--- config.mk ---
export PLATFORM = sky130hd
export DESIGN_NAME = rb_frame_decoder
export DESIGN_NICKNAME = d
export VERILOG_FILES = /design/src/rtl/fdec_pkg.sv /design/src/rtl/fdec_crc_chk.sv /design/src/rtl/fdec_field_split.sv /design/src/rtl/fdec_sum_acc.sv /design/src/rtl/rb_frame_decoder.sv
export SDC_FILE = /design/constraint.sdc
export NUM_CORES = 1
export LEC_CHECK = 0
export BUFFER_PORTS_ARGS = -buffer_cell sky130_fd_sc_hd__buf_2
export CORE_MARGIN = 2
export CORE_UTILIZATION = 51
export DETAILED_ROUTE_END_ITERATION = 16
export PLACE_DENSITY = 0.78
export REMOVE_ABC_BUFFERS = 1
export SKIP_LAST_GASP = 1
export SLEW_MARGIN = 10
export SYNTH_ARGS = -nofsm -noshare
export SYNTH_HDL_FRONTEND = slang
export SYNTH_SLANG_ARGS = --single-unit
--- constraint.sdc ---
create_clock -name clk -period 5.5 [get_ports clk]
set_input_delay 0.55 -clock clk [delete_from_list [all_inputs] [get_ports clk]]
set_output_delay 0.55 -clock clk [all_outputs]
set_load 0.01 [all_outputs]
--- src/rtl/fdec_pkg.sv ---
package fdec_pkg;
    localparam int WORD_W   = 32;
    localparam int DEV_W    = 5;
    localparam int CHAN_W   = 4;
    localparam int RADDR_W  = 6;
    localparam int CDATA_W  = 12;
    localparam int RDATA_W  = 8;
    localparam int CRC_W    = 8;
    localparam logic [CRC_W-1:0] CRC_POLY = 8'h2F;

    localparam int DEV_HI   = WORD_W - 1;
    localparam int DEV_LO   = DEV_HI - DEV_W + 1;
    localparam int CH_HI    = DEV_LO - 1;
    localparam int CH_LO    = CH_HI - CHAN_W + 1;
    localparam int CD_HI    = CH_LO - 1;
    localparam int CD_LO    = CD_HI - CDATA_W + 1;
    localparam int RA_HI    = DEV_LO - 1;
    localparam int RA_LO    = RA_HI - RADDR_W + 1;
    localparam int RD_HI    = RA_LO - 1;
    localparam int RD_LO    = RD_HI - RDATA_W + 1;
    localparam int ACK_BIT  = CD_LO - 1;
    localparam int CRC_HI   = ACK_BIT - 1;
    localparam int CRC_LO   = CRC_HI - CRC_W + 1;
    localparam int COV_W    = WORD_W - ACK_BIT;

    typedef enum logic {
        ST_IDLE = 1'b0,
        ST_EMIT = 1'b1
    } seq_state_t;

    typedef struct packed {
        logic [DEV_W-1:0]   dev;
        logic [RADDR_W-1:0] addr;
        logic [CDATA_W-1:0] data;
        logic               ack;
    } frame_fields_t;

    // One byte pushed through the MSB-first CRC register from zero.
    function automatic logic [CRC_W-1:0] crc_byte(input logic [CRC_W-1:0] x);
        logic [CRC_W-1:0] r;
        r = x;
        for (int i = 0; i < CRC_W; i++) begin
            r = r[CRC_W-1] ? ({r[CRC_W-2:0], 1'b0} ^ CRC_POLY) : {r[CRC_W-2:0], 1'b0};
        end
        return r;
    endfunction
endpackage

--- src/rtl/fdec_crc_chk.sv ---
module fdec_crc_chk
    import fdec_pkg::*;
(
    input  logic [WORD_W-1:0] word,
    output logic              crc_bad
);
    localparam int TOP_BITS = COV_W - 2 * CRC_W;

    logic [COV_W-1:0] cov;
    logic [CRC_W-1:0] stage1, stage2, calc;
    logic [CRC_LO-1:0] unused_low;

    assign cov        = word[WORD_W-1:ACK_BIT];
    assign unused_low = word[CRC_LO-1:0];

    always_comb begin
        stage1  = crc_byte({{(CRC_W-TOP_BITS){1'b0}}, cov[COV_W-1:2*CRC_W]});
        stage2  = crc_byte(stage1 ^ cov[2*CRC_W-1:CRC_W]);
        calc    = stage2 ^ cov[CRC_W-1:0];
        crc_bad = (calc != word[CRC_HI:CRC_LO]);
    end
endmodule

--- src/rtl/fdec_field_split.sv ---
module fdec_field_split
    import fdec_pkg::*;
#(
    parameter int CELL_CH = 6
) (
    input  logic [WORD_W-1:0] word,
    input  logic              reg_layout,
    output frame_fields_t     fields,
    output logic              is_cell
);
    logic [CHAN_W-1:0] chan;
    logic [ACK_BIT-1:0] unused_tail;

    assign chan        = word[CH_HI:CH_LO];
    assign unused_tail = word[ACK_BIT-1:0];

    always_comb begin
        fields.dev = word[DEV_HI:DEV_LO];
        fields.ack = word[ACK_BIT];
        if (reg_layout) begin
            fields.addr = word[RA_HI:RA_LO];
            fields.data = {{(CDATA_W-RDATA_W){1'b0}}, word[RD_HI:RD_LO]};
            is_cell     = 1'b0;
        end else begin
            fields.addr = {{(RADDR_W-CHAN_W){1'b0}}, chan};
            fields.data = word[CD_HI:CD_LO];
            is_cell     = (int'(chan) < CELL_CH);
        end
    end
endmodule

--- src/rtl/fdec_sum_acc.sv ---
module fdec_sum_acc
    import fdec_pkg::*;
#(
    parameter int SUM_W = 32
) (
    input  logic               clk,
    input  logic               rst_n,
    input  logic               clear,
    input  logic               add_en,
    input  logic [CDATA_W-1:0] add_val,
    output logic [SUM_W-1:0]   sum
);
    logic [SUM_W-1:0] base;
    logic [SUM_W-1:0] addend;

    assign base   = clear ? '0 : sum;
    assign addend = add_en ? {{(SUM_W-CDATA_W){1'b0}}, add_val} : '0;

    always_ff @(posedge clk) begin
        if (!rst_n) sum <= '0;
        else        sum <= base + addend;
    end
endmodule

--- src/rtl/rb_frame_decoder.sv ---
module rb_frame_decoder
    import fdec_pkg::*;
#(
    parameter int CELL_CH = 6,
    parameter int SUM_W   = 32
) (
    input  logic               clk,
    input  logic               rst_n,
    input  logic               in_valid,
    input  logic [WORD_W-1:0]  in_word,
    input  logic               read_is_reg,
    input  logic               cmp_en,
    input  logic [DEV_W-1:0]   exp_dev,
    input  logic [RADDR_W-1:0] exp_addr,
    input  logic               sum_clear,
    output logic               out_valid,
    output logic [DEV_W-1:0]   out_dev,
    output logic [RADDR_W-1:0] out_addr,
    output logic [CDATA_W-1:0] out_data,
    output logic               out_ack,
    output logic               crc_err,
    output logic               chain_end,
    output logic               id_mismatch,
    output logic [SUM_W-1:0]   cell_sum
);
    seq_state_t    state_q, state_d;
    frame_fields_t fld;
    logic          crc_bad, is_cell, zero_word, id_diff, add_en;

    fdec_crc_chk u_crc (
        .word    (in_word),
        .crc_bad (crc_bad)
    );

    fdec_field_split #(.CELL_CH(CELL_CH)) u_split (
        .word       (in_word),
        .reg_layout (read_is_reg),
        .fields     (fld),
        .is_cell    (is_cell)
    );

    assign zero_word = (in_word == '0);
    assign id_diff   = (fld.dev != exp_dev) || (fld.addr != exp_addr);
    assign add_en    = in_valid && !zero_word && !crc_bad && is_cell;

    fdec_sum_acc #(.SUM_W(SUM_W)) u_sum (
        .clk     (clk),
        .rst_n   (rst_n),
        .clear   (sum_clear),
        .add_en  (add_en),
        .add_val (fld.data),
        .sum     (cell_sum)
    );

    // State register
    always_ff @(posedge clk) begin
        if (!rst_n) state_q <= ST_IDLE;
        else        state_q <= state_d;
    end

    // Transitions: accept / drain
    always_comb begin
        state_d = state_q;
        unique case (state_q)
            ST_IDLE: state_d = in_valid ? ST_EMIT : ST_IDLE;
            ST_EMIT: state_d = in_valid ? ST_EMIT : ST_IDLE;
            default: state_d = ST_IDLE;
        endcase
    end

    assign out_valid = (state_q == ST_EMIT);

    // Result registers
    always_ff @(posedge clk) begin
        if (!rst_n) begin
            out_dev     <= '0;
            out_addr    <= '0;
            out_data    <= '0;
            out_ack     <= 1'b0;
            crc_err     <= 1'b0;
            chain_end   <= 1'b0;
            id_mismatch <= 1'b0;
        end else if (in_valid) begin
            out_dev     <= fld.dev;
            out_addr    <= fld.addr;
            out_data    <= fld.data;
            out_ack     <= fld.ack;
            crc_err     <= crc_bad && !zero_word;
            chain_end   <= zero_word;
            id_mismatch <= cmp_en && !zero_word && !crc_bad && id_diff;
        end
    end

    p_valid_follows_r1: assert property (@(posedge clk) disable iff (!rst_n)
        in_valid |=> out_valid);
    p_valid_drops_r1: assert property (@(posedge clk) disable iff (!rst_n)
        !in_valid |=> !out_valid);
    p_hold_fields_r1: assert property (@(posedge clk) disable iff (!rst_n)
        !in_valid |=> ($stable(out_data) && $stable(out_addr) && $stable(out_dev)));
    p_reg_upper_zero_r3: assert property (@(posedge clk) disable iff (!rst_n)
        (in_valid && read_is_reg) |=> (out_data[CDATA_W-1:RDATA_W] == '0));
    p_end_clean_r6: assert property (@(posedge clk) disable iff (!rst_n)
        (out_valid && chain_end) |-> (!crc_err && !id_mismatch));
    p_err_no_mis_r7: assert property (@(posedge clk) disable iff (!rst_n)
        (out_valid && crc_err) |-> !id_mismatch);
    p_sum_hold_r8: assert property (@(posedge clk) disable iff (!rst_n)
        (!in_valid && !sum_clear) |=> $stable(cell_sum));
    p_clear_zero_r9: assert property (@(posedge clk) disable iff (!rst_n)
        (sum_clear && !in_valid) |=> (cell_sum == '0));
endmodule

Word level (Yosys, flattened, before mapping)

Cells that the tools add are included.

Memory bits (read-only): 0
Flip-flop bits (word level): 60
Memory bits (writable): 0
Bits in latches: 0
Logic and storage cells: 60
Memories kept: 0

Bitwise operators: 16
Add/subtract/negate cells: 1
Reduce and logical (&&, ||, !) cells: 11
Divide/modulo/power cells: 0
Muxes and demuxes: 19
Equality and inequality tests: 3
Order comparisons: 1
$mul: 0
Shift operators: 0

Operators by type and width:

| kind               | number |
|---|---|
| $mux 6             | 14 |
| $not 5->5          | 14 |
| $add 32x32->32     | 1 |
| $logic_not 32->1   | 1 |
| $mux 32            | 1 |
| $mux 18            | 1 |
| $xor 8x8->8        | 2 |
| $mux 12            | 1 |
| $ne 8x8->1         | 1 |
| $logic_and 1x1->1  | 7 |
| $ne 6x6->1         | 1 |
| $ne 5x5->1         | 1 |
| $lt 4x3->1 const B | 1 |
| $logic_not 1->1    | 2 |
| $mux 1             | 2 |
| $logic_or 1x1->1   | 1 |

Longest topological paths before layout

Depth after elaboration: 36
Gate-level depth with buffers: 21
Mapped depth without buffers: 20

By module

Synthesis repeated with hierarchy kept, for this count alone.

Cells, all modules: 457
Area, all modules: 4126.5 µm²

By module, submodules not included:

| module           | instances | area each (µm²) | cells each |
|---|---|---|---|
| fdec_sum_acc     | 1         | 2026.9          | 250 |
| rb_frame_decoder | 1         | 1257.5          | 120 |
| fdec_crc_chk     | 1         | 575.6           | 60 |
| fdec_field_split | 1         | 266.5           | 27 |

Worst setup path before layout

No wires, ideal clock.

Kind: input to register
Start: in in_word[27]
End: reg u_sum.sum[13]
Setup slack: 0.582 ns
Library setup time: 0.116 ns
Required time: 5.384 ns
Stages: 20
Arrival time: 4.802 ns
Cells stage by stage: buf_4 -> xnor3_1 -> xnor3_2 -> xor2_2 -> xnor2_1 -> mux2i_1 -> and3_1 -> nor4b_4 -> buf_4 -> and2_1 -> ha_1 -> a21o_1 -> a21oi_1 -> o21bai_1 -> a21oi_1 -> o21ai_0 -> a21oi_1 -> clkbuf_1 -> o21ai_0 -> o211a_1

Cells in the longest elaborated chain, start to end: 24
Elaborated cells on any way between the ends: 33

Ends and longest elaborated chain:

| item                                                        | line                   | text |
|---|---|---|
| start, declared                                             | rb_frame_decoder.sv:10 | `input logic [WORD_W-1:0] in_word,` |
| $mux 6                                                      | fdec_pkg.sv:43         | `r = r[CRC_W-1] ? ({r[CRC_W-2:0], 1'b0} ^ CRC_POLY) : {r[CRC_W-2:0], 1'b0};` |
| $not 5->5 (no source line)                                  | -                      |  |
| $mux 6 (2 in a row)                                         | fdec_pkg.sv:43         |  |
| $not 5->5 (no source line)                                  | -                      |  |
| $mux 6                                                      | fdec_pkg.sv:43         |  |
| $xor 8x8->8                                                 | fdec_crc_chk.sv:18     | `stage2 = crc_byte(stage1 ^ cov[2*CRC_W-1:CRC_W]);` |
| $not 5->5 (no source line) / $mux 6 (equally long branches) | -                      |  |
| $mux 6 / $not 5->5 (equally long branches)                  | -                      |  |
| [... 6 more ...]                                            | -                      |  |
| $not 5->5 (no source line)                                  | -                      |  |
| $mux 6                                                      | fdec_pkg.sv:43         |  |
| $xor 8x8->8                                                 | fdec_crc_chk.sv:19     | `calc = stage2 ^ cov[CRC_W-1:0];` |
| $ne 8x8->1                                                  | fdec_crc_chk.sv:20     | `crc_bad = (calc != word[CRC_HI:CRC_LO]);` |
| $logic_not 1->1                                             | rb_frame_decoder.sv:44 | `assign add_en = in_valid && !zero_word && !crc_bad && is_cell;` |
| $logic_and 1x1->1 (*) (2 in a row)                          | rb_frame_decoder.sv:44 |  |
| $mux 12 (*)                                                 | fdec_sum_acc.sv:17     | `assign addend = add_en ? {{(SUM_W-CDATA_W){1'b0}}, add_val} : '0;` |
| $add 32x32->32 (*)                                          | fdec_sum_acc.sv:21     | `else sum <= base + addend;` |
| end signal, assigned                                        | fdec_sum_acc.sv:21     |  |
| end, declared                                               | fdec_sum_acc.sv:11     | `output logic [SUM_W-1:0] sum` |

Every way passes the cells marked *; elsewhere a longest branch is shown, timed or not.
A chain may end at the register's enable or synchronous reset.

Worst setup path after layout

Start: in in_word[30]
End: reg u_sum.sum[18]

Cells in the longest elaborated chain, start to end: 26
Elaborated cells on any way between the ends: 36

Ends and longest elaborated chain:

| item                                                        | line |
|---|---|
| $mux 6                                                      | fdec_pkg.sv:43 |
| $not 5->5 (no source line)                                  | - |
| $mux 6                                                      | fdec_pkg.sv:43 |
| $not 5->5 (no source line)                                  | - |
| $mux 6                                                      | fdec_pkg.sv:43 |
| $not 5->5 (no source line) / $mux 6 (equally long branches) | - |
| $mux 6 / $not 5->5 (equally long branches)                  | - |
| $mux 6                                                      | fdec_pkg.sv:43 |
| [... 9 more ...]                                            | - |
| $mux 6 / $not 5->5 (equally long branches)                  | - |
| $mux 6                                                      | fdec_pkg.sv:43 |
| $xor 8x8->8                                                 | fdec_crc_chk.sv:19 |
| $ne 8x8->1                                                  | fdec_crc_chk.sv:20 |
| $logic_not 1->1                                             | rb_frame_decoder.sv:44 |
| $logic_and 1x1->1 (*) (2 in a row)                          | rb_frame_decoder.sv:44 |
| $mux 12 (*)                                                 | fdec_sum_acc.sv:17 |
| $add 32x32->32 (*)                                          | fdec_sum_acc.sv:21 |

Marks and branches as above.

==> flow_metrics.tcl <==
set metrics [dict create \
    ios 109 \
    routed_wl_um 10100 \
    gr-total-overflow 0 \
    rsz0062_at_grt "no" \
    dieHeight_um 91.7 \
    arrival_ns 5.22 \
    grt_max_degree 43 \
    fin_tns_setup_ns 0 \
    place_congestion 0.924 \
    clkSlewWorstSetupHoldPaths_ns 0.07 \
    synth.avg_cell_area_um2 8.68 \
    use_met3_pct 3.86 \
    worst_slack_ns 0.503 \
    initial_core_util_pct 53.2 \
    tightest_slew_ns 0.558 \
    maxSlewHeadroom_pct 62.8 \
    path_class "in -> reg" \
    route.vias.total 3576 \
    vias_per_cell 5.48 \
    postCtsSetupBuffers 0 \
    critPathLaunchType "input port" \
    synthCells 452 \
    peakVddDrop_mv 0.139 \
    fmax_mhz 200 \
    fin_crit_ns 5.00 \
    crit_start "in_word[30]" \
    synth_cell_types 50 \
    die_area_um2 8410 \
    core_um2 7370 \
    hpwl_um 7590 \
    place_ws_ns 0.236 \
    drv_slew 0 \
    synthArstFlopShare_pct 0 \
    cts_tree "built" \
    area_delta_synth_final_pct 20.4 \
    drtIter0Drc 180 \
    ys_ff_latch 60 \
    met1_usage_pct 32.0 \
    worstSetupEndpointType "flip-flop" \
    required_ns 5.72 \
    die_x_um 91.7 \
    first_pass_iters 5 \
    synth_warnings 0 \
    wl_per_cell_um 15.5 \
    setup_viol 0 \
    final_hold_viol_count 0 \
    drive_gt1_share_pct 23.6 \
    timing.final.crit_share_pct 90.8 \
    antenna_found_initial 0 \
    yosysSeqAreaShare_pct 30.6 \
    nFillCells 640 \
    antenna_cells 0 \
    h-tree-depth 3 \
    multi_input_comb_area_um2 2570 \
    synth-edff-count 0 \
    clk_latency_ns 0.34 \
    post_cts_resize_count 0 \
    drcViolationCount 0 \
    hp-class "reg -> reg" \
    grt_pass1_wl_um 16800 \
    gr-usage-all-layers_pct 24.8 \
    crit_fanout 12 \
    fin_nets 612 \
    grt_pass1_vias 3573 \
    yosys_most_used_dff "dfxtp_1" \
    finalHoldWorstSlack_ns 0.467 \
    skew_ns 0.0119 \
    maxCapViolCount 0 \
    cts.sinks 60 \
    holdCritStartpoint "out_addr[5]" \
    ctsHoldBuffers 0 \
    p_leak_nw 2.16 \
    num_rows 31 \
    clockBufferDepth 2 \
    gr-max-usage-layer "met2" \
    ant_nets 0 \
    cts_root_buffer "clkbuf_8" \
    fin_cells 653 \
    grtUsageMet2_pct 41.7 \
    r2r_start "u_sum.sum[0]" \
    io_buffers 108 \
    seqCellArea_um2 1200 \
    final_util_pct 64.1 \
    outcome "finished, final reports clean" \
    dp_cells 637 \
    netlist_area_um2 3920 \
    cts_buffers 9 \
    power_density_nw_per_um2 244 \
]
-- layout make-up --
cell class                      instances  share of cell area [%]
Inverter                               11                   0.874
Clock inverter                          4                    1.54
Timing Repair Buffer                  112                    12.1
Clock buffer                           12                    3.07
Multi-Input combinational cell        355                    54.4
Sequential cell                        60                    25.4
Tap cell                               99                    2.62
-- report_power, final --
part	switching, mW	total [mW]	internal, mW	leakage, nW
registers	0.00601	0.452	0.446	0.489
clock network	0.174	0.442	0.267	0.107
logic	0.135	0.261	0.126	1.56
total	0.316	1.16	0.839	2.16
-- routing by layer --
metal | wire length, um | share of wire, % | vias to the layer above
li1 | - | - | 1770
met1 | 4490 | 44 | 1669
met4 | 157 | 1.6 | 0
met2 | 4870 | 48 | 121
met5 | 0 | 0 | -
met3 | 599 | 5.9 | 16
-- stage by stage --
step / power (mW) / cell area (um2)
floorplan: 0.635 / 3810
global route: 1.20 / 4720
CTS: 1.16 / 4720
detailed placement: 0.720 / 4510
global placement: 0.712 / 4510
finish: 1.16 / 4720
-- cell usage in the layout, fill, tap and decap left out, drive strengths merged, types with 2 or more instances in the layout --
cell type / synthesis / routed
nor3: 9 / 9
nor2: 53 / 53
nand4: 3 / 3
a31oi: 2 / 2
nor4b: 2 / 2
nand3: 7 / 7
bufinv: 0 / 2
or3: 2 / 2
o21ai: 10 / 10
dfxtp: 60 / 60
nor4: 11 / 11
ha: 13 / 13
xnor2: 45 / 45
clkbuf: 15 / 12
a22oi: 2 / 2
a21o: 6 / 6
o31ai: 6 / 6
mux2i: 22 / 22
or2: 2 / 2
nand2b: 3 / 3
nor2b: 22 / 22
o21bai: 3 / 3
nand3b: 3 / 3
xnor3: 9 / 9
and3: 7 / 7
a211oi: 13 / 13
clkinv: 1 / 2
inv: 10 / 10
nand2: 23 / 23
or4: 6 / 6
a21oi: 25 / 25
xor2: 18 / 18
and2: 15 / 15
nor3b: 2 / 2
buf: 11 / 112
-- worst max-delay path, stage by stage --
cell and delay (ns):
buf_2 0.14, inv_1 0.06, ha_1 0.33, xnor2_1 0.38
xnor3_1 0.45, and3_1 0.21, o211ai_1 0.15, o31ai_1 0.09
and3_1 0.21, nor4b_4 0.17, and2_1 0.19, ha_1 0.22
fa_1 0.40, a21o_1 0.19, a21oi_1 0.21, o21bai_1 0.11
a211oi_1 0.32, o31a_1 0.45, nor3_1 0.13, xnor2_1 0.20
nor2_1 0.05
-- flip-flops by register name, indices dropped and copies added, names as in the netlist --
| signal | flops |
|---|---|
| out_ack | 1 |
| chain_end | 1 |
| u_sum.sum | 32 |
| crc_err | 1 |
| out_valid | 1 |
| id_mismatch | 1 |
| out_dev | 5 |
| out_data | 12 |
| out_addr | 6 |
-- cells in the mapped netlist (4+ instances only) --
cell type,number,share of area [%]
dfxtp_1,60,31
nor2_1,53,5.1
xnor2_1,45,10
a21oi_1,25,3.2
nand2_1,23,2.2
mux2i_1,22,5.6
nor2b_1,22,3.5
xor2_1,17,3.8
and2_1,15,2.4
clkbuf_1,15,1.4
a211oi_1,13,2.5
ha_1,13,4.1
nor4_1,11,1.8
inv_1,10,0.96
o21ai_0,10,1.3
nor3_1,9,1.1
xnor3_1,8,4.6
and3_1,7,1.1
nand3_1,7,0.89
a21o_1,6,1.1
o31ai_1,6,1.1
or4_1,6,1.1
buf_1,5,0.48
buf_2,4,0.51
-- path summary, 6_finish.rpt --
path,endpoint,slack (ns),cells after the start
worst max-delay path,u_sum.sum[18],0.50,21
worst min-delay path,out_addr[5],0.47,2
worst max register to register,u_sum.sum[18],2.65,11
worst min register to register,out_addr[5],0.47,2
-- cells by family after synthesis --
| group | synth area share [%] |
|---|---|
| AO/OA/AOI/OAI | 12.3 |
| XOR/XNOR | 20.1 |
| adder cells (fa/ha/maj) | 4.66 |
| buffers and inverters | 3.86 |
| flip-flops | 30.6 |
| multiplexers | 5.61 |
| AND/OR/NAND/NOR | 22.9 |
Note: power is estimated with default switching activity, not from simulation.
